[config.mk]
export PLATFORM = sky130hd
export DESIGN_NAME = rtc_bcd_core
export DESIGN_NICKNAME = d
export VERILOG_FILES = /design/src/rtl/rtc_bcd_pkg.sv /design/src/rtl/rtc_prescaler.sv /design/src/rtl/rtc_time_chain.sv /design/src/rtl/rtc_date_chain.sv /design/src/rtl/rtc_bcd_core.sv
export SDC_FILE = /design/constraint.sdc
export NUM_CORES = 1
export LEC_CHECK = 0
export BUFFER_PORTS_ARGS = -buffer_cell sky130_fd_sc_hd__buf_2
export CORE_MARGIN = 2
export CORE_UTILIZATION = 40
export CTS_CLUSTER_SIZE = 20
export DETAILED_ROUTE_END_ITERATION = 7
export PLACE_DENSITY = 0.64
export SYNTH_ARGS = -nofsm -noshare
export SYNTH_HDL_FRONTEND = slang
export SYNTH_HIERARCHICAL = 1
export SYNTH_SLANG_ARGS = --single-unit
[constraint.sdc]
create_clock -name clk -period 8.4 [get_ports clk]
set_input_delay 1.26 -clock clk [delete_from_list [all_inputs] [get_ports clk]]
set_output_delay 1.26 -clock clk [all_outputs]
set_load 0.1 [all_outputs]
[src/rtl/rtc_bcd_pkg.sv]
// Shared constants and helpers for the BCD clock calendar.
// Assumes all arithmetic operands are valid packed BCD bytes.
package rtc_bcd_pkg;
    localparam int NUM_TREGS = 7;
    localparam logic [2:0] A_SEC   = 3'd0;
    localparam logic [2:0] A_MIN   = 3'd1;
    localparam logic [2:0] A_HOUR  = 3'd2;
    localparam logic [2:0] A_DATE  = 3'd3;
    localparam logic [2:0] A_MONTH = 3'd4;
    localparam logic [2:0] A_DOW   = 3'd5;
    localparam logic [2:0] A_YEAR  = 3'd6;

    // Add one to a two-digit packed BCD value.
    function automatic logic [7:0] bcd_inc(input logic [7:0] v);
        if (v[3:0] >= 4'd9)
            return {v[7:4] + 4'd1, 4'd0};
        else
            return {v[7:4], v[3:0] + 4'd1};
    endfunction
endpackage

[src/rtl/rtc_prescaler.sv]
// Divides the reference pulse stream down to a one-per-second tick.
// Assumes ref_en is a single-cycle enable; halt freezes the count,
// restart clears it and suppresses a tick in the same cycle.
module rtc_prescaler #(
    parameter int PRESCALE = 32768
) (
    input  logic clk,
    input  logic rst_n,
    input  logic ref_en,
    input  logic halt,
    input  logic restart,
    output logic tick
);
    localparam int CW = (PRESCALE > 1) ? $clog2(PRESCALE) : 1;
    localparam logic [CW-1:0] LAST = CW'(PRESCALE - 1);

    logic [CW-1:0] cnt_q;

    // Count accepted reference pulses modulo PRESCALE.
    always_ff @(posedge clk) begin
        if (!rst_n)
            cnt_q <= '0;
        else if (restart)
            cnt_q <= '0;
        else if (ref_en && !halt)
            cnt_q <= (cnt_q == LAST) ? '0 : cnt_q + 1'b1;
    end

    // Tick on the pulse that completes a full count.
    always_comb tick = ref_en && !halt && !restart && (cnt_q == LAST);
endmodule

[src/rtl/rtc_time_chain.sv]
// Seconds, minutes and hours counters in packed BCD, 12/24-hour hours.
// Assumes host writes hold valid BCD; a write has priority over a tick.
module rtc_time_chain
    import rtc_bcd_pkg::*;
(
    input  logic       clk,
    input  logic       rst_n,
    input  logic       tick,
    input  logic [2:0] wr_sel,
    input  logic [7:0] wr_data,
    output logic [7:0] sec,
    output logic [7:0] min,
    output logic [7:0] hr,
    output logic       day_carry
);
    logic       sec_wrap, min_wrap, hr_wrap;
    logic [7:0] hr_next;

    // Derive wrap conditions and the next hour value for either format.
    always_comb begin
        sec_wrap = sec[6:0] >= 7'h59;
        min_wrap = min >= 8'h59;
        if (hr[7]) begin
            hr_wrap = hr[5] && (hr[4:0] == 5'h11);
            if (hr[4:0] >= 5'h12)
                hr_next = {1'b1, 1'b0, hr[5], 5'h01};
            else if (hr[4:0] == 5'h11)
                hr_next = {1'b1, 1'b0, ~hr[5], 5'h12};
            else
                hr_next = bcd_inc({3'b000, hr[4:0]}) | {1'b1, 1'b0, hr[5], 5'h00};
        end else begin
            hr_wrap = hr[5:0] >= 6'h23;
            hr_next = hr_wrap ? 8'h00 : bcd_inc({2'b00, hr[5:0]});
        end
        day_carry = tick && sec_wrap && min_wrap && hr_wrap;
    end

    // Seconds: keep the halt bit, count the low seven bits.
    always_ff @(posedge clk) begin
        if (!rst_n)         sec <= 8'h00;
        else if (wr_sel[0]) sec <= wr_data;
        else if (tick)      sec <= sec_wrap ? {sec[7], 7'h00} : {sec[7], bcd_inc({1'b0, sec[6:0]})[6:0]};
    end

    // Minutes advance when seconds wrap.
    always_ff @(posedge clk) begin
        if (!rst_n)                 min <= 8'h00;
        else if (wr_sel[1])         min <= wr_data;
        else if (tick && sec_wrap)  min <= min_wrap ? 8'h00 : bcd_inc(min);
    end

    // Hours advance when minutes wrap.
    always_ff @(posedge clk) begin
        if (!rst_n)                            hr <= 8'h00;
        else if (wr_sel[2])                    hr <= wr_data;
        else if (tick && sec_wrap && min_wrap) hr <= hr_next;
    end
endmodule

[src/rtl/rtc_date_chain.sv]
// Date, month, day-of-week and year counters in packed BCD.
// Assumes host writes hold valid BCD; leap years are BCD years divisible by 4.
module rtc_date_chain
    import rtc_bcd_pkg::*;
(
    input  logic       clk,
    input  logic       rst_n,
    input  logic       day_carry,
    input  logic [3:0] wr_sel,
    input  logic [7:0] wr_data,
    output logic [7:0] date,
    output logic [7:0] month,
    output logic [7:0] dow,
    output logic [7:0] year
);
    logic       leap, date_wrap, mon_wrap;
    logic [7:0] limit;

    // Month length and leap-year detection.
    always_comb begin
        leap = year[4] ? (year[3:0] == 4'd2 || year[3:0] == 4'd6)
                       : (year[3:0] == 4'd0 || year[3:0] == 4'd4 || year[3:0] == 4'd8);
        case (month)
            8'h02:                      limit = leap ? 8'h29 : 8'h28;
            8'h04, 8'h06, 8'h09, 8'h11: limit = 8'h30;
            default:                    limit = 8'h31;
        endcase
        date_wrap = date >= limit;
        mon_wrap  = month >= 8'h12;
    end

    // Date of month.
    always_ff @(posedge clk) begin
        if (!rst_n)         date <= 8'h01;
        else if (wr_sel[0]) date <= wr_data;
        else if (day_carry) date <= date_wrap ? 8'h01 : bcd_inc(date);
    end

    // Month advances on a date wrap.
    always_ff @(posedge clk) begin
        if (!rst_n)                      month <= 8'h01;
        else if (wr_sel[1])              month <= wr_data;
        else if (day_carry && date_wrap) month <= mon_wrap ? 8'h01 : bcd_inc(month);
    end

    // Day of week advances with every date change.
    always_ff @(posedge clk) begin
        if (!rst_n)         dow <= 8'h01;
        else if (wr_sel[2]) dow <= wr_data;
        else if (day_carry) dow <= (dow[2:0] >= 3'd7) ? 8'h01 : {5'b0, dow[2:0] + 3'd1};
    end

    // Year advances on a month wrap.
    always_ff @(posedge clk) begin
        if (!rst_n)                                  year <= 8'h00;
        else if (wr_sel[3])                          year <= wr_data;
        else if (day_carry && date_wrap && mon_wrap) year <= (year >= 8'h99) ? 8'h00 : bcd_inc(year);
    end
endmodule

[src/rtl/rtc_bcd_core.sv]
// Top of the BCD clock calendar: prescaler, time and date chains,
// host write decode and read mux. Seconds bit 7 halts timekeeping.
module rtc_bcd_core
    import rtc_bcd_pkg::*;
#(
    parameter int PRESCALE = 32768
) (
    input  logic       clk,
    input  logic       rst_n,
    input  logic       ref_en,
    input  logic       wr_en,
    input  logic [2:0] wr_addr,
    input  logic [7:0] wr_data,
    input  logic [2:0] rd_addr,
    output logic [7:0] rd_data
);
    logic [NUM_TREGS-1:0] wr_sel;
    logic                 restart, tick, day_carry;
    logic [7:0]           sec_q, min_q, hr_q, date_q, month_q, dow_q, year_q;

    // One-hot write select per time register.
    for (genvar g = 0; g < NUM_TREGS; g++) begin : g_wsel
        assign wr_sel[g] = wr_en && (wr_addr == 3'(g));
    end

    // Any time-register write restarts the second.
    always_comb restart = |wr_sel;

    rtc_prescaler #(.PRESCALE(PRESCALE)) u_pre (
        .clk(clk), .rst_n(rst_n), .ref_en(ref_en),
        .halt(sec_q[7]), .restart(restart), .tick(tick)
    );

    rtc_time_chain u_time (
        .clk(clk), .rst_n(rst_n), .tick(tick),
        .wr_sel(wr_sel[2:0]), .wr_data(wr_data),
        .sec(sec_q), .min(min_q), .hr(hr_q), .day_carry(day_carry)
    );

    rtc_date_chain u_date (
        .clk(clk), .rst_n(rst_n), .day_carry(day_carry),
        .wr_sel(wr_sel[6:3]), .wr_data(wr_data),
        .date(date_q), .month(month_q), .dow(dow_q), .year(year_q)
    );

    // Host read mux; address 7 is reserved and reads zero.
    always_comb begin
        case (rd_addr)
            A_SEC:   rd_data = sec_q;
            A_MIN:   rd_data = min_q;
            A_HOUR:  rd_data = hr_q;
            A_DATE:  rd_data = date_q;
            A_MONTH: rd_data = month_q;
            A_DOW:   rd_data = dow_q;
            A_YEAR:  rd_data = year_q;
            default: rd_data = 8'h00;
        endcase
    end
endmodule

==> flow_summary.json, run 1 <==
{
  "clock-root-buffer": "clkbuf_16",
  "rsz0062_at_grt": "no",
  "grt_pass1_wl_um": 25300,
  "cp.required_ps": 8670,
  "wl_um": 15500,
  "clock_skew_ps": 6.38,
  "r2r_cells": 12,
  "critPathLaunch": "ref_en",
  "mostFrequentLayoutCells": "dfxtp_1, nand2_1, ha_1",
  "grt_pass1_vias": 4908,
  "maxSlewViolCount": 0,
  "postSynth.asyncResetShare_pct": 0,
  "nets": 715,
  "finalSetupViolations": 0,
  "regArea_mm2": 0.00142,
  "drive_above_1_share_pct": 13.0,
  "clock.fmax_mhz": 234,
  "synth_top_flop_cell": "dfxtp_1",
  "clk_pin_slew_ps": 60,
  "syn_to_final_growth_pct": 8.85,
  "cts_inserted_buffers": 9,
  "cts_tree": "built",
  "rows": 42,
  "postCtsSetupBuffers": 0,
  "fin_hold_ws_ps": 478,
  "viasPerCell": 6.17,
  "power_density_mw_per_mm2": 140,
  "min_path_type": "reg -> reg",
  "io_buffers": 25,
  "antennaDiodeCount": 0,
  "r2r_setup_slack_ps": 4510,
  "clock-sinks": 71,
  "ir_drop_mv": 0.127,
  "die_area_mm2": 0.0145,
  "grt_usage_pct": 21.7,
  "clk_latency_ps": 330,
  "slew_headroom_pct": 26.8,
  "multi_input_area_mm2": 0.00368,
  "ios": 26,
  "drc": 0,
  "fillers": 1343,
  "total_power_uw": 830,
  "synth-seq-cells": 71,
  "cap_violations": 0,
  "post_cts_resized": 0,
  "final_area_mm2": 0.00591,
  "critPathArrivalTime_ps": 4550,
  "hold_violations": 0,
  "critPathBufInv": 3,
  "syn_area_per_cell_um2": 8.41,
  "ant_nets": 0,
  "cp_slowest_cell": "or4_1",
  "path_cells": "buf_2, nand3b_1, or3_1, nor3_1, buf_4, nand3_1, a221oi_2, buf_4, a21boi_4, nand4_1, or4_1, nand3_1",
  "start_util_pct": 41.0,
  "crit_type": "in -> reg",
  "vias": 5157,
  "status": "completed",
  "dp_hpwl_um": 10800,
  "hold_depth": 2,
  "first_iter_violations": 549,
  "leakage_nw": 2.16,
  "ctsLongestPathBuffers": 2,
  "htreeDepth": 3,
  "r2r_start": "u_pre/cnt_q[0]$_SDFFE_PP0N_",
  "gp_congestion": 0.910,
  "dpl-instance-area_mm2": 0.00564,
  "min_to": "u_time/hr[6]$_SDFFE_PN0N_",
  "grt_max_degree": 61,
  "yosysSeqAreaShare_pct": 26.2,
  "yosys_warnings": 6,
  "timing.final.crit_share_pct": 50.9,
  "syn-cell-area_mm2": 0.00543,
  "grt_overflow": 0,
  "hp-start": "u_time/hr[6]$_SDFFE_PN0N_",
  "crit_path_end_kind": "flop",
  "startpoint_type": "input pin",
  "synth_nets": 705,
  "ctsHoldBuffers": 0,
  "crit_fanout": 23,
  "synth_top_area_share_pct": 26.2,
  "path_delay_family": "simple AND/OR/NAND/NOR gates",
  "tightest_slew_ps": 1090,
  "finalSetupTns_ps": 0,
  "wl_per_cell_um": 18.5,
  "yosysUniqueCellTypes": 85,
  "first_pass_iters": 5,
  "fp.dieH_um": 121,
  "max_stage_delay_ps": 550,
  "synthTopCellsByArea": "dfxtp_1, ha_1, mux2i_1",
  "synth_edf_count": 0,
  "yosysTopAreaCell": "dfxtp_1",
  "core_area_mm2": 0.0132,
  "post-place-cells": 821,
  "syn_inst": 646,
  "instances_no_fill": 836,
  "die_x_um": 121,
  "layout_commonest_cell": "dfxtp_1",
  "antenna_found_initial": 0,
  "r2r_end": "u_date/year[5]$_SDFFE_PN0P_",
  "period_needed_ps": 4270
}
## area by class of cell
class | instances | area share [%]
multi-input combinational | 505 | 62.2
sequential | 71 | 24.0
clock buffer | 12 | 4.34
tap | 176 | 3.72
timing repair buffer | 32 | 3.01
inverter | 37 | 2.35
clock inverter | 3 | 0.317
## sequential cells by signal, indices dropped and copies added, names as in the netlist
| register | count |
|---|---|
| u_date/year | 8 |
| u_pre/cnt_q | 15 |
| u_time/hr | 8 |
| u_time/sec | 8 |
| u_date/date | 8 |
| u_date/month | 8 |
| u_date/dow | 8 |
| u_time/min | 8 |
## power breakdown
part | internal, mW | total [mW] | switching (mW)
registers | 0.345 | 0.359 | 0.0144
logic | 0.0385 | 0.111 | 0.0720
clock network | 0.214 | 0.360 | 0.146
## logic make-up after synthesis
group                      share of synthesized area, %
buffers and inverters                              6.22
DFF                                                26.2
AOI/OAI and AO/OA                                  24.9
xor gates and xnor gates                           2.10
and+or+nand+nor                                    24.8
adders and majority gates                          9.44
muxes                                              6.38
## metrics by stage
| stage | util (%) | setup slack (ps) |
|---|---|---|
| after floorplan | - | 3810 |
| after global placement | 42.6 | 4020 |
| after detailed placement | 42.6 | 3880 |
| after CTS | 44.6 | 4200 |
| after global routing | 44.6 | 3880 |
| final | 44.6 | 4130 |
## worst register-to-register path, delay by kind of cell (launching register included)
family / cells / cell delay [ps]
AND/OR/NAND/NOR: 7 / 2010
AO/OA/AOI/OAI: 2 / 690
buffers and inverters: 2 / 520
flip-flops: 1 / 380
adder cells (fa/ha/maj): 1 / 240
## routing by layer
metal,routed length (µm),vias to the layer above,track usage [%]
met2,7040,204,34.5
li1,-,2459,-
met5,0,-,0
met3,1020,26,3.16
met4,253,0,6.54
met1,7130,2468,30.3
## synthesized netlist by cell type, drive strengths merged, types with 14 or more instances
library cell and n:
nand2b 16, inv 37, nor2 39, ha 41, nor2b 14, clkbuf 25, mux2i 20, a21oi 37
nand2 43, dfxtp 71, o21ai 28, nor3 15, nand3 33, nand4 14
## how the worst max path moves through the flow
stage / to / slack (ps) / depth (start not counted)
after detailed placement: u_date/year[5]$_SDFFE_PN0P_ / 3880 / 12
after global routing: u_date/year[5]$_SDFFE_PN0P_ / 3880 / 12
after floorplan: rd_data[6] / 3810 / 5
after global placement: u_date/year[5]$_SDFFE_PN0P_ / 4020 / 12
after CTS: u_date/year[5]$_SDFFE_PN0P_ / 4200 / 12
final: u_date/year[5]$_SDFFE_PN0P_ / 4130 / 12
Power figures use the tool's default switching activity.
==> run 2: changes to the inputs <==
- clock period: 8.4 -> 4.3 ns (I/O delays scaled with it)
==> run 2 against run 1 <==
Net effect:
- final cell count grew 0.24%
- critical path depth shrank 2
- core utilization grew 0.12 points
- flip-flop and latch count is the same
- highest routed layer unchanged
==> flow_summary.json, run 2 (synthesis gave the netlist of run 1 again) <==
{
  "rows": 42,
  "total_power_mw": 1.65,
  "r2r_setup_slack_ps": 710,
  "fin_hold_ws_ps": 478,
  "pre_cts_slack_ps": 640,
  "status": "completed",
  "ctsLongestPathBuffers": 2,
  "postCtsSetupBuffers": 0,
  "tightest_slew_ps": 1040,
  "ios": 26,
  "share_comb_of_total_power_pct": 13.1,
  "layout_setup_ws_ps": 712,
  "dp_hpwl_um": 11200,
  "crit_fanout": 7,
  "post_cts_resized": 0,
  "ant_nets": 0,
  "wl_um": 15500,
  "ir_drop_mv": 0.156,
  "cts_inserted_buffers": 9,
  "finalSetupViolations": 0,
  "critPathArrivalTime_ps": 3870,
  "hold_depth": 2,
  "period_needed_ps": 3590,
  "die_area_mm2": 0.0145,
  "top_register": "u_pre/cnt_q",
  "power.internal_mw": 1.20,
  "slew_headroom_pct": 30.4,
  "grt_pass1_wl_um": 24800,
  "io_buffers": 25,
  "start_util_pct": 41.0,
  "p_seq_share_pct": 42.4,
  "die_x_um": 121,
  "clk_pin_slew_ps": 60,
  "path_cells": "ha_1, nand3b_1, or3_1, nor3_1, nand3_1, a221oi_2, a21boi_4, nand4_1, or4_1, nand3_1",
  "first_iter_violations": 448,
  "grt_usage_pct": 21.6,
  "nets": 716,
  "drc": 0,
  "fin_util_pct": 44.8,
  "grt_pass1_vias": 4772,
  "rsz0062_at_grt": "no",
  "grt_overflow": 0,
  "layout_commonest_cell": "dfxtp_1",
  "power_density_mw_per_mm2": 279,
  "clock-root-buffer": "clkbuf_16",
  "min_path_type": "reg -> reg",
  "crit_type": "reg -> reg",
  "r2r_cells": 10,
  "grt_max_degree": 45,
  "post-place-cells": 822,
  "drive_above_1_share_pct": 12.8,
  "core_area_mm2": 0.0132,
  "syn_to_final_growth_pct": 9.15,
  "wl_per_cell_um": 18.5,
  "mostFrequentLayoutCells": "dfxtp_1, nand2_1, ha_1",
  "cap_violations": 0,
  "htreeDepth": 3,
  "critPathMostFrequentCell": "nand3_1",
  "dpl-instance-area_mm2": 0.00564,
  "timing.final.crit_share_pct": 83.4,
  "ctsHoldBuffers": 0,
  "vias": 5090,
  "cts_tree": "built",
  "hold_violations": 0,
  "clock-sinks": 71,
  "fp.dieH_um": 121,
  "clk_latency_ps": 340,
  "clock.fmax_mhz": 279,
  "switchingPower_uw": 453,
  "final_area_mm2": 0.00593,
  "finalSetupTns_ps": 0,
  "cp.required_ps": 4580,
  "antennaDiodeCount": 0,
  "viasPerCell": 6.07,
  "first_pass_iters": 5,
  "leakage_nw": 2.17,
  "instances_no_fill": 838,
  "power_frac_clock_pct": 44.5,
  "max_stage_delay_ps": 530,
  "largest_register_ffs": 15,
  "cp_slowest_cell": "or4_1",
  "clock_skew_ps": 6.18,
  "switching_share_pct": 27.4,
  "crit_path_end_kind": "flop",
  "antenna_found_initial": 0,
  "maxSlewViolCount": 0,
  "startpoint_type": "flop",
  "gp_congestion": 0.948
}
[run 2: cell types whose count changed in the layout (fill, tap and decap cells not counted)]
cell,delta
clkbuf_8,-2
clkbuf_1,+3
clkinv_2,-1
buf_4,+1
bufinv_16,+1
[run 2: path summary, 6_finish.rpt]
path	endpoint	start
setup / recovery	u_date/year[5]$_SDFFE_PN0P_	u_pre/cnt_q[1]$_SDFFE_PP0N_
setup reg to reg	u_date/year[5]$_SDFFE_PN0P_	u_pre/cnt_q[1]$_SDFFE_PP0N_
hold / removal	u_time/hr[6]$_SDFFE_PN0N_	u_time/hr[6]$_SDFFE_PN0N_
hold reg to reg	u_time/hr[6]$_SDFFE_PN0N_	u_time/hr[6]$_SDFFE_PN0N_
[run 2: critical path: cells and delay by family, from the launching register on]
family	cells	cell delay (ps)
AO/OA/AOI/OAI	2	740
flip-flops	1	380
adder cells (fa/ha/maj)	1	230
AND/OR/NAND/NOR	7	2170
[run 2: area by class of cell]
cell class,count,area (µm²)
well taps,176,220
repair buffers,33,185
multi-input cells,505,3680
clock inverters,3,43.8
clock buffers,13,240
inverters,37,139
flip-flops and latches,71,1420
fillers,1322,7310
[run 2: power groups by stage]
stage | combinational (mW) | clock (mW) | sequential (mW)
after CTS | 0.215 | 0.752 | 0.700
after global routing | 0.235 | 0.773 | 0.703
after global placement | 0.209 | 0 | 0.713
after floorplan | 0.162 | 0 | 0.703
after detailed placement | 0.213 | 0 | 0.714
final | 0.217 | 0.735 | 0.700
[run 2: routing by layer]
| metal | share of wire (%) | track usage, % |
|---|---|---|
| met2 | 46 | 34.3 |
| met5 | 0 | 0 |
| met4 | 2.4 | 8.28 |
| met3 | 5.7 | 3.35 |
| met1 | 45 | 29.5 |
